[src/rtl/ts_sched_pkg.sv]
package ts_sched_pkg;

  // Sweep sequencing: visit each slot, then one closing cycle that
  // publishes the collected set and snapshots the due slots.
  typedef enum logic {
    PH_READ  = 1'b0,
    PH_CLOSE = 1'b1
  } sweep_ph_e;

  localparam int DEF_NUM_CH  = 3;
  localparam int DEF_ADDR_W  = 6;
  localparam int DEF_DATA_W  = 16;
  localparam int DEF_TS_W    = 32;
  localparam int DEF_TS_DROP = 2;
  localparam int DEF_LEN_W   = 8;

endpackage

[src/rtl/ts_sched_alloc.sv]
// Picks the lowest-numbered free slot.
module ts_sched_alloc #(
  parameter int N = 4
) (
  input  logic [N-1:0] free_i,
  output logic [N-1:0] grant_o,
  output logic         any_o
);

  logic [N:0] taken;

  assign taken[0] = 1'b0;

  for (genvar i = 0; i < N; i++) begin : g_pick
    assign grant_o[i]  = free_i[i] & ~taken[i];
    assign taken[i+1]  = taken[i] | free_i[i];
  end

  assign any_o = taken[N];

endmodule

[src/rtl/ts_sched_table.sv]
// Slot storage: start address, start time key, remaining length.
module ts_sched_table #(
  parameter int N       = 4,
  parameter int ADDR_W  = 6,
  parameter int TS_W    = 32,
  parameter int TS_DROP = 2,
  parameter int LEN_W   = 8
) (
  input  logic                          clk,
  input  logic                          rst_n,
  input  logic [TS_W-1:0]               now_ts,
  input  logic [N-1:0]                  wr_sel,
  input  logic [ADDR_W-1:0]             wr_ptr,
  input  logic [TS_W-1:0]               wr_time,
  input  logic [LEN_W-1:0]              wr_len,
  input  logic                          adv_en,
  input  logic [$clog2(N)-1:0]          adv_idx,
  output logic [N-1:0]                  valid_o,
  output logic [N-1:0]                  due_o,
  output logic [N-1:0]                  retire_o,
  output logic [ADDR_W-1:0]             adv_ptr
);

  localparam int IDX_W = $clog2(N);
  localparam int KEY_W = TS_W - TS_DROP;

  logic [N-1:0]             vld_q;
  logic [ADDR_W-1:0]        ptr_q   [N];
  logic [KEY_W-1:0]         key_q   [N];
  logic [LEN_W-1:0]         len_q   [N];
  logic [KEY_W-1:0]         now_key;
  logic [N-1:0]             hit;

  assign now_key = now_ts[TS_W-1:TS_DROP];

  for (genvar i = 0; i < N; i++) begin : g_slot
    assign hit[i]      = adv_en && (adv_idx == IDX_W'(i));
    assign retire_o[i] = hit[i] && (len_q[i] == LEN_W'(1));
    assign due_o[i]    = vld_q[i] && (now_key >= key_q[i]);
  end

  always_ff @(posedge clk) begin
    if (!rst_n) begin
      vld_q <= '0;
      for (int i = 0; i < N; i++) begin
        ptr_q[i] <= '0;
        key_q[i] <= '0;
        len_q[i] <= '0;
      end
    end else begin
      for (int i = 0; i < N; i++) begin
        if (wr_sel[i]) begin
          // a fresh packet wins over the retire of the old one
          vld_q[i] <= 1'b1;
          ptr_q[i] <= wr_ptr;
          key_q[i] <= wr_time[TS_W-1:TS_DROP];
          len_q[i] <= wr_len;
        end else if (hit[i]) begin
          ptr_q[i] <= ptr_q[i] + ADDR_W'(1);
          len_q[i] <= len_q[i] - LEN_W'(1);
          if (len_q[i] == LEN_W'(1)) vld_q[i] <= 1'b0;
        end
      end
    end
  end

  assign valid_o = vld_q;
  assign adv_ptr = ptr_q[adv_idx];

endmodule

[src/rtl/ts_sched_sweep.sv]
// Round sequencer: one read per due slot, then publish the set.
module ts_sched_sweep
  import ts_sched_pkg::*;
#(
  parameter int N      = 4,
  parameter int DATA_W = 16
) (
  input  logic                      clk,
  input  logic                      rst_n,
  input  logic [N-1:0]              slot_due,
  output logic                      rd_en,
  output logic [$clog2(N)-1:0]      rd_idx,
  input  logic [DATA_W-1:0]         ram_rd_data,
  output logic                      ship_valid,
  input  logic                      ship_ready,
  output logic [N-1:0]              ship_mask,
  output logic [N*DATA_W-1:0]       ship_data
);

  localparam int IDX_W = $clog2(N);

  sweep_ph_e                    ph_q;
  logic [IDX_W-1:0]             idx_q;
  logic [N-1:0]                 mask_q;
  logic [N-1:0][DATA_W-1:0]     stage_q;
  logic [N-1:0][DATA_W-1:0]     merged;
  logic                         cap_v_q;
  logic [IDX_W-1:0]             cap_idx_q;
  logic                         out_v_q;
  logic [N-1:0]                 out_m_q;
  logic [N-1:0][DATA_W-1:0]     out_d_q;
  logic                         stall;
  logic                         go;
  logic                         last;

  // hold the first slot while the previous set is still unclaimed
  assign stall = (idx_q == '0) && out_v_q && !ship_ready;
  assign go    = (ph_q == PH_READ) && !stall;
  assign last  = (idx_q == IDX_W'(N-1));
  assign rd_en  = go && mask_q[idx_q];
  assign rd_idx = idx_q;

  always_comb begin
    merged = stage_q;
    if (cap_v_q) merged[cap_idx_q] = ram_rd_data;
  end

  always_ff @(posedge clk) begin
    if (!rst_n) begin
      ph_q      <= PH_READ;
      idx_q     <= '0;
      mask_q    <= '0;
      stage_q   <= '0;
      cap_v_q   <= 1'b0;
      cap_idx_q <= '0;
      out_v_q   <= 1'b0;
      out_m_q   <= '0;
      out_d_q   <= '0;
    end else begin
      cap_v_q   <= rd_en;
      cap_idx_q <= idx_q;
      if (out_v_q && ship_ready) out_v_q <= 1'b0;
      case (ph_q)
        PH_READ: begin
          if (cap_v_q) stage_q[cap_idx_q] <= ram_rd_data;
          if (go) begin
            if (last) ph_q <= PH_CLOSE;
            else      idx_q <= idx_q + IDX_W'(1);
          end
        end
        default: begin
          ph_q    <= PH_READ;
          idx_q   <= '0;
          stage_q <= '0;
          mask_q  <= slot_due;
          if (|mask_q) begin
            out_v_q <= 1'b1;
            out_m_q <= mask_q;
            out_d_q <= merged;
          end
        end
      endcase
    end
  end

  assign ship_valid = out_v_q;
  assign ship_mask  = out_m_q;
  assign ship_data  = out_d_q;

endmodule

[src/rtl/ts_pkt_sched.sv]
module ts_pkt_sched
  import ts_sched_pkg::*;
#(
  parameter int NUM_CH  = DEF_NUM_CH,
  parameter int ADDR_W  = DEF_ADDR_W,
  parameter int DATA_W  = DEF_DATA_W,
  parameter int TS_W    = DEF_TS_W,
  parameter int TS_DROP = DEF_TS_DROP,
  parameter int LEN_W   = DEF_LEN_W
) (
  input  logic                          clk,
  input  logic                          rst_n,
  input  logic [TS_W-1:0]               now_ts,
  input  logic                          enq_valid,
  output logic                          enq_ready,
  input  logic [ADDR_W-1:0]             enq_ptr,
  input  logic [TS_W-1:0]               enq_time,
  input  logic [LEN_W-1:0]              enq_len,
  output logic                          full,
  output logic                          ram_rd_en,
  output logic [ADDR_W-1:0]             ram_rd_addr,
  input  logic [DATA_W-1:0]             ram_rd_data,
  output logic                          ship_valid,
  input  logic                          ship_ready,
  output logic [NUM_CH:0]               ship_mask,
  output logic [(NUM_CH+1)*DATA_W-1:0]  ship_data
);

  localparam int N_SLOT = NUM_CH + 1;
  localparam int IDX_W  = $clog2(N_SLOT);

  logic [N_SLOT-1:0] valid_v;
  logic [N_SLOT-1:0] due_v;
  logic [N_SLOT-1:0] retire_v;
  logic [N_SLOT-1:0] free_v;
  logic [N_SLOT-1:0] grant_v;
  logic [N_SLOT-1:0] wr_sel;
  logic              any_free;
  logic              accept;
  logic              rd_en;
  logic [IDX_W-1:0]  rd_idx;

  assign free_v    = ~valid_v | retire_v;
  assign enq_ready = any_free;
  assign accept    = enq_valid && any_free && (enq_len != '0);
  assign wr_sel    = accept ? grant_v : '0;
  assign full      = &valid_v;

  ts_sched_alloc #(.N(N_SLOT)) u_alloc (
    .free_i  (free_v),
    .grant_o (grant_v),
    .any_o   (any_free)
  );

  ts_sched_table #(
    .N       (N_SLOT),
    .ADDR_W  (ADDR_W),
    .TS_W    (TS_W),
    .TS_DROP (TS_DROP),
    .LEN_W   (LEN_W)
  ) u_table (
    .clk      (clk),
    .rst_n    (rst_n),
    .now_ts   (now_ts),
    .wr_sel   (wr_sel),
    .wr_ptr   (enq_ptr),
    .wr_time  (enq_time),
    .wr_len   (enq_len),
    .adv_en   (rd_en),
    .adv_idx  (rd_idx),
    .valid_o  (valid_v),
    .due_o    (due_v),
    .retire_o (retire_v),
    .adv_ptr  (ram_rd_addr)
  );

  ts_sched_sweep #(.N(N_SLOT), .DATA_W(DATA_W)) u_sweep (
    .clk         (clk),
    .rst_n       (rst_n),
    .slot_due    (due_v),
    .rd_en       (rd_en),
    .rd_idx      (rd_idx),
    .ram_rd_data (ram_rd_data),
    .ship_valid  (ship_valid),
    .ship_ready  (ship_ready),
    .ship_mask   (ship_mask),
    .ship_data   (ship_data)
  );

  assign ram_rd_en = rd_en;

endmodule

[config.mk]
export PLATFORM = sky130hd
export DESIGN_NAME = ts_pkt_sched
export DESIGN_NICKNAME = d
export VERILOG_FILES = /design/src/rtl/ts_sched_pkg.sv /design/src/rtl/ts_sched_alloc.sv /design/src/rtl/ts_sched_table.sv /design/src/rtl/ts_sched_sweep.sv /design/src/rtl/ts_pkt_sched.sv
export SDC_FILE = /design/constraint.sdc
export NUM_CORES = 1
export LEC_CHECK = 0
export ABC_CLOCK_PERIOD_IN_PS = 3900
export BUFFER_PORTS_ARGS = -buffer_cell sky130_fd_sc_hd__clkbuf_2
export CELL_PAD_IN_SITES_DETAIL_PLACEMENT = 0
export CELL_PAD_IN_SITES_GLOBAL_PLACEMENT = 2
export CORE_MARGIN = 3
export CORE_UTILIZATION = 35
export CTS_BUF_LIST = sky130_fd_sc_hd__clkbuf_16
export DETAILED_ROUTE_END_ITERATION = 10
export PLACE_DENSITY = 0.75
export SLEW_MARGIN = 10
export SYNTH_ARGS = -nofsm -noshare
export SYNTH_HDL_FRONTEND = slang
export SYNTH_HIERARCHICAL = 1
export SYNTH_SLANG_ARGS = --single-unit
[constraint.sdc]
create_clock -name clk -period 3.9 [get_ports clk]
set_input_delay 0.195 -clock clk [delete_from_list [all_inputs] [get_ports clk]]
set_output_delay 0.195 -clock clk [all_outputs]
set_load 0.05 [all_outputs]
==> results.md <==
Setup path:
- The critical path's slowest cell is mux4_2.
- STA classifies the critical path startpoint as a flop.
- The worst endpoint required time is between 4 and 5 ns.
- The critical path in this run is classified as reg2reg.
- In this design, the largest share of critical-path delay is due to simple AND/OR/NAND/NOR gates.
- The arrival time of the worst setup path is roughly 3.8 ns.
- The peak per-stage delay on the critical path is 0.53 ns.
- The nature of the critical path endpoint is a flop.
- The number of buffers and inverters on the critical path is 1.
- The critical-path maximum fanout is 14.
- Traced cell by cell, the critical path runs through mux4_2 -> and3b_2 -> and3b_1 -> nand4_1 -> inv_1 -> nand2b_1 -> or4_4 -> nand3_1 -> a21oi_2 -> nor2b_1 -> nand2b_1.
- The cell occurring most often along the worst timing path is nand2b_1.

Drt:
- The detailed router finished its first iteration with between 500 and 600 violations.
- The final routed wire length divided by cell count is around 18 um.
- The aggregate routed wire length is ~43000 um.
- Routed signal wires occupy layers up through met4.
- After detailed routing, the number of remaining DRC violations is 0.
- The routed design uses slightly below 2000 um of met3 wire.
- The met2 wirelength from detailed routing is between 20000 and 25000 um.
- In this run the remaining antenna-violating nets after routing total 0.
- The average via count per standard cell is about 5.0.
- For this block, the via count after detailed routing is roughly 12000.
- The first-pass iteration count of the detailed router is 5.
- The sum of routed wire segments on met1 is about 20000 um.

Synth:
- After synthesis the netlist holds a flip-flop and latch count of between 300 and 400.
- The share of the Yosys chip area taken by registers is 0.5135.
- The synthesized area per cell is about 11 sq um.
- The largest total area in the synthesized netlist belongs to edfxtp_1.
- The area fraction of the dominant cell type after synthesis is 0.3298.
- Synthesis instantiated 52 different standard cells from the library.
- The number of warnings reported in the yosys synthesis log is 6.
- When the netlist entered floorplanning its net count stood at roughly 1700.
- For this run, asynchronously set or reset flops after synthesis account for 0.
- The cell area after technology mapping is roughly 16000 sq um.
- In the synthesized netlist the dominant register cell turns out to be edfxtp_1.
- Yosys attributes the largest share of cell area to edfxtp_1, dfxtp_1, ha_1, and3_1, mux2i_1.
- The number of instances in the synthesized netlist is ~1500.
- The count of flip-flops with a built-in enable after synthesis is 176.

Power:
- The switching power is roughly 2.2 mW.
- Of the total power, registers draw 0.449.
- The clock group share of total power is 0.437.
- The relative contribution of combinational cells to total power is 0.113.
- The leakage power summed over all cells is between 8 and 9 nW.
- Cell internal power was estimated by the tool at approximately 6.2 mW.
- The net switching share of the total power is 0.2619.
- IR analysis of the VDD net gives a maximum drop of about 300 uV.
- Dividing total power by cell area gives a power density of 441.5 nW/um^2.

CTS:
- The count of buffers added by post-CTS timing repair for setup is 0.
- No sink is reached through more buffers than the 3 on the longest clock path.
- TritonCTS built the clock tree.
- The clock net sink count is approximately 320.
- The CTS H-tree depth is 2.
- Clock-pin slew was measured on the worst setup and hold paths at 0.06 ns.
- The clock latency at the later pin of the worst-skew pair is approximately 0.56 ns.
- The cell at the root of the clock tree is clkbuf_16.
- Clock tree synthesis inserted a total of 38 buffers.

Timing:
- Setup violations remaining at the end of the flow were counted as 0.
- The hold violation total from the final report is 0.
- On the final layout, the worst clock skew is 0.02464 ns.
- For the pin with the worst max-slew slack, the measured transition is about 1.1 ns.
- The headroom to the max-slew limit is 0.2979.
- For the final routed database, the setup TNS stands at 0 ns.
- The fmax is between 200 and 300 MHz.
- Of the available clock period, the critical path in the final layout requires 0.9213.
- The max-slew violation count is 0.
- Setup repair after global routing left no endpoint under its margin.
- After layout, the minimum clock period comes to ~3.6 ns.

Final layout:
- The synthesis-to-layout area growth is 19.03%.
- After routing the design area is between 15000 and 20000 sq um.
- The net total in the final layout is roughly 2000.
- The count of inserted antenna diode cells is 0.
- Fill cells in the final layout number roughly 4400.
- The share of cells above drive strength 1 is 0.1626.

Die:
- The floorplan has 77 rows.
- The overall die width is between 200 and 250 um.
- The initial utilization of the core area, before any placement, comes to 0.3585.
- around 180 I/O pins were placed.
- The overall die area is about 48000 sq um.
- The height of the die is 220.0 um.
- The core region is ~45000 sq um.

Job:
- The count of max-cap constraint violations is 0.

GRT:
- Entering global routing, the biggest net connects between 100 and 150 pins.
- The initial antenna violation count is 0.
- The first global-routing pass estimated about 66000 um of wire.
- The total overflow reported by the global router is 0.
- In the global route stage, overall resource usage came out at 0.1772.
- The via count of the first global-routing pass came to 11679.

Place:
- The instance area at placement is roughly 17000 sq um.
- The final estimated routing congestion in global placement is 0.8137.
- Buffers placed on the I/O ports in this run total around 170.
- The final HPWL from detailed placement is roughly 29000 um.

Run status:
- The flow ran to the end, and the final reports show no timing, DRC or antenna violations.

Min path:
- The worst hold path class is in2reg.
==> synthesized netlist by cell type, drive strengths merged, types with 5 or more instances <==
cell type  count
edfxtp       176
dfxtp        147
inv          135
ha           134
o21ai        134
and3         125
a21oi        116
nand2         95
nor2          90
mux2i         68
clkbuf        39
nand3         36
buf           35
xnor2         22
xor2          18
nand2b        17
nand4         16
nor2b         16
and4          12
nor4           9
a221o          8
a21boi         7
and2           7
mux4           7
a22oi          6
a211o          5
a21o           5
==> worst register-to-register path, cell delays in order (launching register included) <==
cell,delay (ns)
dfxtp_1,0.39
mux4_2,0.53
and3b_2,0.27
and3b_1,0.25
nand4_1,0.22
inv_1,0.06
nand2b_1,0.17
or4_4,0.47
nand3_1,0.11
a21oi_2,0.05
nor2b_1,0.27
nand2b_1,0.42
==> routing by layer <==
metal,up-vias,GRT usage
li1,5810,-
met1,5489,0.2375
met2,209,0.2919
met3,58,0.03309
met4,0,0.05302
met5,-,0
==> sequential cells by signal (all words and copies together), names as in the netlist, 2 cells and up <==
signal             flops
u_sweep/cap_idx_q      2
u_sweep/mask_q         4
u_sweep/rd_idx         2
u_sweep/ship_data     64
u_sweep/ship_mask      4
u_sweep/stage_q       64
u_table/key_q        120
u_table/len_q         32
u_table/ptr_q         24
u_table/valid_o        4
==> repair_timing <==
action | in CTS | in global routing
hold endpoints to repair | 124 | 0
hold buffers | 35 | 0
setup endpoints to repair | 0 | 22
resized for setup | 0 | 2
==> power by group through the flow <==
stage	clock network [mW]	logic (mW)	registers [mW]
finish	3.68	0.956	3.78
floorplan	0	0.608	3.84
detailed placement	0	0.938	3.86
global route	3.92	1.07	3.80
CTS	3.79	0.971	3.78
global placement	0	0.926	3.85
==> worst paths after layout <==
path                            slack (ns)                    to  cells after the start            startpoint
worst max-delay path                  0.31   u_table/len_q[0][1]                     11     u_sweep/rd_idx[0]
worst min-delay path                  0.02  u_table/key_q[0][13]                      2          enq_time[15]
worst min register to register        0.48  u_sweep/ship_mask[0]                      2  u_sweep/ship_mask[0]
worst max register to register        0.31   u_table/len_q[0][1]                     11     u_sweep/rd_idx[0]
==> per-stage QoR <==
step                power [mW]  instances  setup slack [ns]  utilization  hold WS, ns
floorplan                4.447       1516            0.1623            -       0.3581
global route             8.787       2333          0.005811       0.4267      0.01252
global placement         4.778       2228            0.3372       0.3897       0.4610
CTS                      8.549       2333            0.2391       0.4266     0.001110
finish                   8.421       2333            0.3068       0.4267      0.02159
detailed placement       4.794       2228            0.2602       0.3897       0.4695
==> cell usage in the layout, fill, tap and decap left out, types with 5 or more instances in the layout <==
| cell | instances |
|---|---|
| mux2i_1 | 68 |
| nor2_1 | 90 |
| a21oi_1 | 111 |
| mux4_2 | 7 |
| dfxtp_1 | 147 |
| nand4_1 | 16 |
| clkbuf_16 | 38 |
| ha_1 | 134 |
| clkbuf_2 | 170 |
| a22oi_1 | 6 |
| o21ai_0 | 65 |
| and4_1 | 12 |
| buf_4 | 24 |
| nand2_1 | 93 |
| nand2b_1 | 15 |
| clkinv_1 | 8 |
| edfxtp_1 | 176 |
| nand3_1 | 35 |
| o21ai_1 | 69 |
| xor2_1 | 18 |
| bufinv_16 | 5 |
| dlygate4sd3_1 | 35 |
| a21o_1 | 5 |
| a221o_1 | 8 |
| a21boi_0 | 7 |
| xnor2_1 | 22 |
| inv_1 | 139 |
| and3_1 | 125 |
| a21oi_2 | 5 |
| nor4_1 | 6 |
| nor2b_1 | 16 |
| a211o_1 | 5 |
==> cell families (layout without fill, tap and decap cells) <==
family / Yosys count / in the layout / synth area share
AOI/OAI and AO/OA: 295 / 295 / 0.1043
xor gates and xnor gates: 40 / 40 / 0.02186
adders and majority gates: 134 / 134 / 0.1046
buffers and inverters: 209 / 434 / 0.05739
DFF: 323 / 323 / 0.5135
muxes: 75 / 75 / 0.05231
and+or+nand+nor: 440 / 440 / 0.1460
==> area by class of cell <==
type / instances / area, sq um / area share
timing repair buffer: 229 / 1381 / 0.07242
sequential: 323 / 8228 / 0.4314
clock inverter: 32 / 347.8 / 0.01824
clock buffer: 38 / 950.9 / 0.04986
inverter: 135 / 506.7 / 0.02657
tap: 592 / 740.7 / 0.03883
multi-input combinational: 984 / 6918 / 0.3627
(Power assumes the default switching activity.)
